==> src/rtl/i2c_rate_gen.sv <==
module i2c_rate_gen #(
  parameter int RATE_W = 8
) (
  input  logic              clk,
  input  logic              rst_n,
  input  logic [3:0]        mode_i,
  input  logic [RATE_W-1:0] rate_i,
  output logic              scl_o,
  output logic              qtr_o
);

  localparam int FINE_W = RATE_W + 1;

  logic              en_q;
  logic [1:0]        sel_q;
  logic              filt_q;
  logic [RATE_W-1:0] rate_q;
  logic [3:0]        pre_cnt;
  logic [FINE_W-1:0] fine_cnt;
  logic [1:0]        qidx;

  // half of the predivider: 16, 8, 4, 2 for select 0..3
  wire [3:0]        pre_last  = 4'((5'd16 >> sel_q) - 5'd1);
  wire [FINE_W-1:0] fine_last = FINE_W'(rate_q) + FINE_W'(filt_q ? 4 : 2);
  wire              pre_end   = (pre_cnt == pre_last);
  wire              fine_end  = (fine_cnt == fine_last);
  wire              q_end     = pre_end && fine_end;
  wire              wrap      = q_end && (qidx == 2'd3);

  always_ff @(posedge clk) begin
    if (!rst_n) begin
      en_q     <= 1'b0;
      sel_q    <= '0;
      filt_q   <= 1'b0;
      rate_q   <= '0;
      pre_cnt  <= '0;
      fine_cnt <= '0;
      qidx     <= '0;
      scl_o    <= 1'b1;
      qtr_o    <= 1'b0;
    end else if (!mode_i[0]) begin
      en_q     <= 1'b0;
      pre_cnt  <= '0;
      fine_cnt <= '0;
      qidx     <= '0;
      scl_o    <= 1'b1;
      qtr_o    <= 1'b0;
    end else if (!en_q) begin
      en_q     <= 1'b1;
      sel_q    <= mode_i[2:1];
      filt_q   <= mode_i[3];
      rate_q   <= rate_i;
      pre_cnt  <= '0;
      fine_cnt <= '0;
      qidx     <= '0;
      scl_o    <= 1'b1;
      qtr_o    <= 1'b0;
    end else begin
      qtr_o   <= q_end;
      pre_cnt <= pre_end ? '0 : pre_cnt + 4'd1;
      if (pre_end)
        fine_cnt <= fine_end ? '0 : fine_cnt + FINE_W'(1);
      if (q_end) begin
        qidx <= qidx + 2'd1;
        if (qidx == 2'd1)
          scl_o <= 1'b0;
      end
      if (wrap) begin
        scl_o  <= 1'b1;
        sel_q  <= mode_i[2:1];
        filt_q <= mode_i[3];
        rate_q <= rate_i;
      end
    end
  end

  assert_idle_released_R2: assert property (@(posedge clk) disable iff (!rst_n)
    !mode_i[0] |=> (scl_o && !qtr_o));

  assert_strobe_single_R6: assert property (@(posedge clk) disable iff (!rst_n)
    qtr_o |=> !qtr_o);

  assert_scl_on_strobe_R7: assert property (@(posedge clk) disable iff (!rst_n)
    (en_q && $past(en_q) && (scl_o != $past(scl_o))) |-> qtr_o);

  assert_cfg_at_boundary_R8: assert property (@(posedge clk) disable iff (!rst_n)
    (en_q && $past(en_q) && !($stable(rate_q) && $stable(sel_q) && $stable(filt_q)))
      |-> (qtr_o && scl_o));

  assert_prediv_bound_R3: assert property (@(posedge clk) disable iff (!rst_n)
    en_q |-> (pre_cnt <= pre_last));

endmodule

==> config.mk <==
export PLATFORM = sky130hd
export DESIGN_NAME = i2c_rate_gen
export DESIGN_NICKNAME = d
export VERILOG_FILES = /design/src/rtl/i2c_rate_gen.sv
export SDC_FILE = /design/constraint.sdc
export NUM_CORES = 1
export LEC_CHECK = 0
export ABC_CLOCK_PERIOD_IN_PS = 5870
export BUFFER_PORTS_ARGS = -buffer_cell sky130_fd_sc_hd__clkbuf_2
export CAP_MARGIN = 30
export CORE_ASPECT_RATIO = 1.75
export CORE_MARGIN = 2
export CORE_UTILIZATION = 55
export CTS_BUF_LIST = sky130_fd_sc_hd__clkbuf_8
export DETAILED_ROUTE_END_ITERATION = 7
export HOLD_SLACK_MARGIN = 0.06
export PLACE_DENSITY = 0.71
export SETUP_SLACK_MARGIN = 0.1
export SKIP_LAST_GASP = 1
export SLEW_MARGIN = 20
export SYNTH_ARGS = -nofsm -noshare
export SYNTH_HDL_FRONTEND = slang
export SYNTH_SLANG_ARGS = --single-unit
==> constraint.sdc <==
create_clock -name clk -period 5.87 [get_ports clk]
set_input_delay 1.174 -clock clk [delete_from_list [all_inputs] [get_ports clk]]
set_output_delay 1.174 -clock clk [all_outputs]
set_load 0.03 [all_outputs]
# ---- Yosys cells after proc, flatten, opt, wreduce, memory -nomap -nowiden
# Cells that the tools add are included.
# W data, S select, Z words.
dict set report totals {
  regBits 29
  inputBits 14
  out_inout_bits 2
  word_cells 39
}
dict set report classes {
  addsub 5
  n_eq_ne 5
  n_shift 1
  mux 9
  bitwise_logic 3
  reduce_logical 7
}
# operator count
set ops {}
lappend ops {{$mux W8} 2}
lappend ops {{$add A8 B3 Y9} 1}
lappend ops {{$add A9 B1 Y9 const B} 1}
lappend ops {{$eq A9 B9 Y1} 1}
lappend ops {{$mux W9} 1}
lappend ops {{$reduce_or A4 Y1} 2}
lappend ops {{$shr A5 B2 Y4 const A} 1}
lappend ops {{$add A4 B1 Y4 const B} 1}
lappend ops {{$eq A4 B4 Y1} 1}
lappend ops {{$mux W2} 2}
lappend ops {{$reduce_and A2 Y1} 2}
lappend ops {{$sub A4 B1 Y4 const B} 1}
lappend ops {{$mux W1} 3}
lappend ops {{$mux W3} 1}
lappend ops {{$not A1 Y1} 3}
lappend ops {{$reduce_and A3 Y1} 1}
lappend ops {{$add A2 B1 Y2 const B} 1}
lappend ops {{$eq A2 B1 Y1 const B} 1}
lappend ops {{$eq A2 B2 Y1 const B} 1}
lappend ops {{$logic_and A1 B1 Y1} 2}
lappend ops {{$ne A2 B1 Y1 const B} 1}

# ---- Logic depth before layout (Yosys ltp)
# Gate-level depths: netlist of the first run.
dict set report depth {
  ltp_word 7
  ltp_mapped 12
  ltp_nobuf 10
}

# ---- Worst setup path after synthesis of the first run
# No wires, ideal clock.
dict set report synth_timing {
  path_type {flip-flop to flip-flop}
  start {register filt_q}
  end {register filt_q}
  setup_ns 0.120
  t_arrival_ns 2.721
  t_required_ns 5.750
  path_slack_ns 3.029
  path_stages_with_launch 13
  n_path_buf 2
  synth_period_minus_slack_ns 2.841
  path_cell_list {dfxtp_1 inv_1 ha_1 inv_1 fa_1 nand2b_1 nor4_2 a31oi_1 or4_1 buf_2 o32a_1 buf_6 mux2i_1}
}
dict set report synth_via {
  elab_chain_len 7
}
# item line
set synth_lines {}
lappend synth_lines {{start, declared} 16} ;# logic filt_q;
lappend synth_lines {{start signal, assigned} 51} ;# filt_q <= mode_i[3];
lappend synth_lines {{start signal, assigned} 71} ;# filt_q <= mode_i[3];
lappend synth_lines {{$mux W3} 24} ;# wire [FINE_W-1:0] fine_last = FINE_W'(rate_q) + FINE_W'(filt_q ? 4 : 2);
lappend synth_lines {{$add A8 B3 Y9} 24}
lappend synth_lines {{$eq A9 B9 Y1} 26} ;# wire fine_end = (fine_cnt == fine_last);
lappend synth_lines {{$logic_and A1 B1 Y1} 27} ;# wire q_end = pre_end && fine_end;
lappend synth_lines {{$logic_and A1 B1 Y1} 28} ;# wire wrap = q_end && (qidx == 2'd3);
lappend synth_lines {{$ne A2 B1 Y1 (no source line)} -}
lappend synth_lines {{$reduce_and A2 Y1 (no source line)} -}
# No other way between the ends.
# A chain may end at the register's enable or synchronous reset.

# ---- Final worst setup path of the first run
dict set report layout_timing {
  start {register filt_q}
  end {register rate_q[3]}
}
dict set report layout_via {
  elab_chain_len 7
}
# item line
set layout_lines {}
lappend layout_lines {{$mux W3} 24}
lappend layout_lines {{$add A8 B3 Y9} 24}
lappend layout_lines {{$eq A9 B9 Y1} 26}
lappend layout_lines {{$logic_and A1 B1 Y1} 27}
lappend layout_lines {{$logic_and A1 B1 Y1} 28}
lappend layout_lines {{$ne A2 B1 Y1 (no source line)} -}
lappend layout_lines {{$reduce_and A2 Y1 (no source line)} -}
lappend layout_lines {{end signal, assigned} 52} ;# rate_q <= rate_i;
lappend layout_lines {{end signal, assigned} 72} ;# rate_q <= rate_i;
lappend layout_lines {{end, declared} 17} ;# logic [RATE_W-1:0] rate_q;
# No other way between the ends.

==> metrics.txt, run 1 <==
status completed; Leak Pwr ~0.66 nW; worst-skew pair later-pin latency between 200 and 300 ps; Synth cell types 42; hold-fix buffers at CTS 0; initial antenna violation count 0; post-CTS sizing 0; die span in x 44.44 um; hold slack final 478.9 ps; worst slew pin tran 942.9 ps; Antenna Nets Post-Route 0; Seq pwr share 48.7%; CTS sink count 29; R2R cell count 10; asr flop ratio synth 0%; Fin. Hold Viols 0; Primary FF master, synth dfxtp_1; Setup CP Type reg -> reg; hpwl dp between 2000 and 2500 um; Cell Area, Synth 1574 um2; Ys Warns 0; Pint 0.3257 mW; die height 74.77 um; die area 3323 um2; final layout net count 218; first-pass GRT wire length 5471 um; Syn Area/Cell 8.648 um2; pre-CTS setup slack 2669 ps; CTS Root Cell clkbuf_8; Worst EP arrival 3320 ps; final WL 3088 um; Syn Inst Count around 180; share of cells above drive strength 1 13.64%; Clock Path Buffers 2; largest cells by area after synthesis dfxtp_1 37%, mux2i_1 7.0%, nand2_1 6.9%; RSZ-0062 raised after global routing no; Initial Util between 50 and 60%; headroom to the max-slew limit between 30% and 40%; Seq/Total Area, Yosys a little under two fifths; vias in the first global route approximately 1300; overall routing resource usage a little under a quarter; PD cells 243.4 nW/um2; syn nets 203; Critical Path RT 6010 ps; VDD IR max 0.1818 mV; Slew Viols, Final 0; Crit Path Max Fanout 11; crit path capture type flip-flop; Pwr Total 0.4255 mW; Clock H-tree levels 2; routed vias 1305; clock buffer count from CTS 5; NetSw 0.09979 mW; area of the core 2721 um2; Fmax about 310 MHz; cell taking the most area after synthesis dfxtp_1; Final Critical Period 3182 ps; IO Port Bufs 15; max_cap viols 0; Hold Path Cell Cnt 2; area share of the largest cell type after synthesis between 30% and 40%; I/O pins 16; ANT cells 0; synth-to-layout area growth 11.05%; clock-pin transition on the worst setup and hold timing paths 60 ps; GR Overflow Total 0; Synth top cells by count 29 x dfxtp_1, 29 x nand2_1, 14 x nor3_1, 11 x mux2i_1, 11 x xnor2_1; final RePlAce weighted congestion approximately 0.82; post-CTS setup repair buffer count 0; total negative slack 0 ps; Core Rows 25; Comb pwr share 9.0%; DRT iter0 DRCs 30; Post-synth EDFFs 0; fin worst setup slack 2688 ps; share of total power in the clock network 42.3%; Hold WC Path Type reg -> reg; #FFs+latches synth 29; Startpoint Class flip-flop; Final Setup Violations 0; vias per cell slightly below 6; Sw Share 23.45%; drt first pass iters 4; Worst Skew 5.991 ps; WL/cell 13.72 um; CTS tree yes; largest net degree at the start of global routing 24; Final Cycle Share 54.21%; remaining routing DRC violations 0
metal layers:
metal	up-vias	global-route usage, %	share of wire (%)
met5	-	0	0
met4	0	13.13	2.9
met3	11	7.434	3.0
met2	17	38.89	53
met1	609	23.87	41
li1	668	-	-
placed cells by master, fill, tap and decap left out, drive strengths merged, types with 3 or more instances in the layout:
master / netlist / final
a21oi: 4 / 4
clkbuf: 4 / 22
dfxtp: 29 / 29
ha: 6 / 6
inv: 9 / 9
mux2i: 11 / 11
nand2: 29 / 29
nand3: 6 / 6
nor2: 8 / 8
nor3: 15 / 15
nor4: 5 / 5
o21ai: 3 / 3
xnor2: 11 / 11
xor2: 7 / 7
final timing paths:
path | from | slack (ps) | to
max reg2reg | filt_q$_SDFFE_PN0P_ | 2690 | rate_q[3]$_SDFFE_PN0P_
min | filt_q$_SDFFE_PN0P_ | 480 | filt_q$_SDFFE_PN0P_
min reg2reg | filt_q$_SDFFE_PN0P_ | 480 | filt_q$_SDFFE_PN0P_
max | filt_q$_SDFFE_PN0P_ | 2690 | rate_q[3]$_SDFFE_PN0P_
cells by family (layout without fill, tap and decap cells):
| logic type | after synthesis | after routing | share of synthesized area (%) |
|---|---|---|---|
| simple gates | 82 | 82 | 26.95 |
| xor+xnor | 18 | 18 | 10.02 |
| fa+ha+maj | 7 | 7 | 6.041 |
| flops | 29 | 29 | 36.88 |
| buf+inv | 16 | 32 | 4.451 |
| mux | 11 | 11 | 6.996 |
| compound gates | 19 | 19 | 8.665 |
state kept, by name, summed over array words and instances, names as in the netlist:
signal    count
fine_cnt      9
pre_cnt       4
filt_q        1
sel_q         2
qidx          2
rate_q        8
en_q          1
scl_o         1
qtr_o         1
area by class of cell:
cell class                 instances  area, um2
timing repair buffer              15      75.07
tap                               27      33.78
multi-input combinational        137      923.4
sequential                        29      580.6
clock inverter                     1      5.005
fill                             241      973.4
clock buffer                       7      96.34
inverter                           9      33.78
worst max-delay path, cell delays in order, from the launching register on:
cell	delay, ps
dfxtp_1	320
inv_1	100
ha_1	170
inv_1	50
fa_1	390
nand2b_1	190
nor4_2	220
a31oi_1	80
or4_1	680
o32a_1	640
mux2i_1	200
power by group through the flow:
stage / registers, mW / clock network [mW] / logic, mW
2_1_floorplan: 0.210 / 0 / 0.0304
3_3_place_gp: 0.211 / 0 / 0.0372
3_5_place_dp: 0.212 / 0 / 0.0385
4_1_cts: 0.207 / 0.185 / 0.0388
5_1_grt: 0.208 / 0.193 / 0.0440
6_report: 0.207 / 0.180 / 0.0384
per-stage QoR:
step                utilization, %  instances  area, um2
floorplan                        -        182       1574
global route                 64.23        225       1748
finish                       64.23        225       1748
detailed placement           60.51        217       1647
CTS                          64.23        225       1748
global placement             60.51        217       1647
(Power assumes the default switching activity.)
==> run 2: changes to the inputs <==
--- a/config.mk
+++ b/config.mk
@@ -5,16 +5,16 @@
 export SDC_FILE = /design/constraint.sdc
 export NUM_CORES = 1
 export LEC_CHECK = 0
-export ABC_CLOCK_PERIOD_IN_PS = 5870
+export ABC_CLOCK_PERIOD_IN_PS = 2910
 export BUFFER_PORTS_ARGS = -buffer_cell sky130_fd_sc_hd__clkbuf_2
 export CAP_MARGIN = 30
 export CORE_ASPECT_RATIO = 1.75
 export CORE_MARGIN = 2
-export CORE_UTILIZATION = 55
+export CORE_UTILIZATION = 54
 export CTS_BUF_LIST = sky130_fd_sc_hd__clkbuf_8
 export DETAILED_ROUTE_END_ITERATION = 7
 export HOLD_SLACK_MARGIN = 0.06
-export PLACE_DENSITY = 0.71
+export PLACE_DENSITY = 0.73
 export SETUP_SLACK_MARGIN = 0.1
 export SKIP_LAST_GASP = 1
 export SLEW_MARGIN = 20
==> constraint.sdc (replaced) <==
create_clock -name clk -period 2.91 [get_ports clk]
set_input_delay 0.582 -clock clk [delete_from_list [all_inputs] [get_ports clk]]
set_output_delay 0.582 -clock clk [all_outputs]
set_load 0.03 [all_outputs]
==> metrics.txt, run 2 (synthesis gave the netlist of run 1 again) <==
status completed; I/O pins 16 (unchanged); worst-skew pair later-pin latency 280 ps (about the same); non-filler cells, final 231 (+2.7%); largest registers fine_cnt (9), rate_q (8), pre_cnt (4); final layout net count 225 (+3.2%); hold-fix buffers at CTS 0 (unchanged); share of cells above drive strength 1 20.59% (+7.0 points); synth-to-layout area growth 16.61%; Fmax 365.2 MHz (+16%); drt first pass iters 4 (unchanged); fill count 236 (-2.1%); max_cap viols 0 (unchanged); met2 WL post-DR 1932 um (+18%); FF/Latch Area 583.1 um2 (+0.43%); placed insts 221 (+1.8%); metal3 WL 120 um (+28%); Final Setup Violations 0 (unchanged); worst slew pin tran 628.8 ps (-314.1 ps); first-pass GRT wire length 5713 um (+4.4%); CTS tree yes; routed vias 1361 (+4.3%); GR Overflow Total 0 (unchanged); post-route design area 1836 um2 (+5.0%); PD cells 455.0 nW/um2 (+87%); commonest non-fill, non-tap cell in the layout nand2_1; die span in x 44.81 um (+0.83%); vias in the first global route 1367 (+6.5%); Clock H-tree levels 2 (unchanged); initial antenna violation count 0 (unchanged); crit path capture type flip-flop; Core Rows 25 (unchanged); Worst Skew 2.113 ps (-3.878 ps); Clock Path Buffers 2 (unchanged); Worst EP arrival 2940 ps (-380 ps); Largest Register fine_cnt; vias per cell 5.892 (+1.6%); Post-Route M1 WL 1283 um (+1.6%); Final Cycle Share 94.08% (+40 points); Setup CP Type reg -> reg; Startpoint Class flip-flop; die area 3380 um2 (+1.7%); hold slack final 479.6 ps (+0.7390 ps); R2R Path Start filt_q$_SDFFE_PN0P_; clock-pin transition on the worst setup and hold timing paths 60 ps (about the same); area of the multi-input gates 969.7 um2 (+5.0%); ANT cells 0 (unchanged); Hold WC Path Type reg -> reg; CTS Root Cell clkbuf_8; RSZ-0062 raised after global routing yes; overall routing resource usage 23.08% (+0.33 points); worst setup path startpoint filt_q$_SDFFE_PN0P_; final WL 3429 um (+11%); remaining routing DRC violations 0 (unchanged); Antenna Nets Post-Route 0 (unchanged); Slew Viols, Final 0 (unchanged); Pwr Total 0.8351 mW (+96%); Crit Path Max Fanout 7 (-4); clock buffer count from CTS 5 (unchanged); VDD IR max 0.3613 mV (+99%); max layer used met4; highest-count cells in the layout ignoring fill and taps 29 x nand2_1, 27 x dfxtp_1, 16 x clkbuf_2; Hold Startpoint filt_q$_SDFFE_PN0P_; area of the core 2753 um2 (+1.1%); largest net degree at the start of global routing 24 (unchanged); Fin. Hold Viols 0 (unchanged); die height 75.42 um (+0.87%); Final Critical Period 2738 ps (-444.1 ps); Leak Pwr 0.7021 nW (+6.8%); placed cell area 1677 um2 (+1.8%); DRT iter0 DRCs 40 (+33%); Initial Util 57.18% (-0.66 points); WL/cell 14.84 um (+8.2%); CTS sink count 29 (unchanged); headroom to the max-slew limit 57.98% (+21 points); Critical Path RT 3110 ps (-2900 ps); max reg flops 9 (unchanged); IO Port Bufs 15 (unchanged); FF-to-FF setup slack 170 ps (-2520 ps); final RePlAce weighted congestion 0.9440 (+15%); hpwl dp 2527 um (+8.4%)
## run 2: per-layer routing
| metal | vias to the layer above | track usage (%) |
|---|---|---|
| met1 | 638 | 21.65 |
| met5 | - | 0 |
| li1 | 676 | - |
| met3 | 11 | 5.213 |
| met4 | 0 | 12.75 |
| met2 | 36 | 44.12 |
## run 2: repair_timing
| item | in CTS | in global routing |
|---|---|---|
| endpoints found under the setup margin | 13 | 21 |
| pin swaps | 3 | 2 |
| resized for setup | 7 | 7 |
| setup buffers | 1 | 1 |
| hold endpoints to repair | 0 | 0 |
## run 2: critical path, cell delays in order (launching register included)
cell	delay (ps)
dfxtp_2	330
buf_4	130
ha_1	280
a21oi_1	330
nor4_1	100
xor2_1	170
or4_4	560
buf_6	150
or4_1	480
a21oi_2	130
## run 2: area by class of cell
cell class              count  area share, %
multi-input cells         137          52.83
flip-flops and latches     29          31.77
repair buffers             22          7.021
clock buffers               6          4.499
inverters                   9          1.840
well taps                  27          1.840
clock inverters             1         0.2045
## run 2: where the power goes
group | leakage, nW | total, mW | internal, mW | switching, mW
clock | 0.0485 | 0.325 | 0.183 | 0.141
combinational | 0.417 | 0.0901 | 0.0438 | 0.0463
sequential | 0.237 | 0.420 | 0.408 | 0.0117
## run 2: worst paths after layout
check,cells after the start,end
worst max-delay path,9,qidx[0]$_SDFFE_PN0P_
worst min-delay path,2,filt_q$_SDFFE_PN0P_
worst max register to register,9,qidx[0]$_SDFFE_PN0P_
worst min register to register,2,filt_q$_SDFFE_PN0P_
## run 2: per-stage QoR
stage                     TNS [ps]  utilization, %  setup slack, ps
after floorplan                  0               -            128.9
after global placement           0           60.91            41.48
after detailed placement    -313.2           60.91           -35.43
after CTS                        0           65.09            113.9
after global routing             0           66.68            23.90
final                            0           66.68            172.1
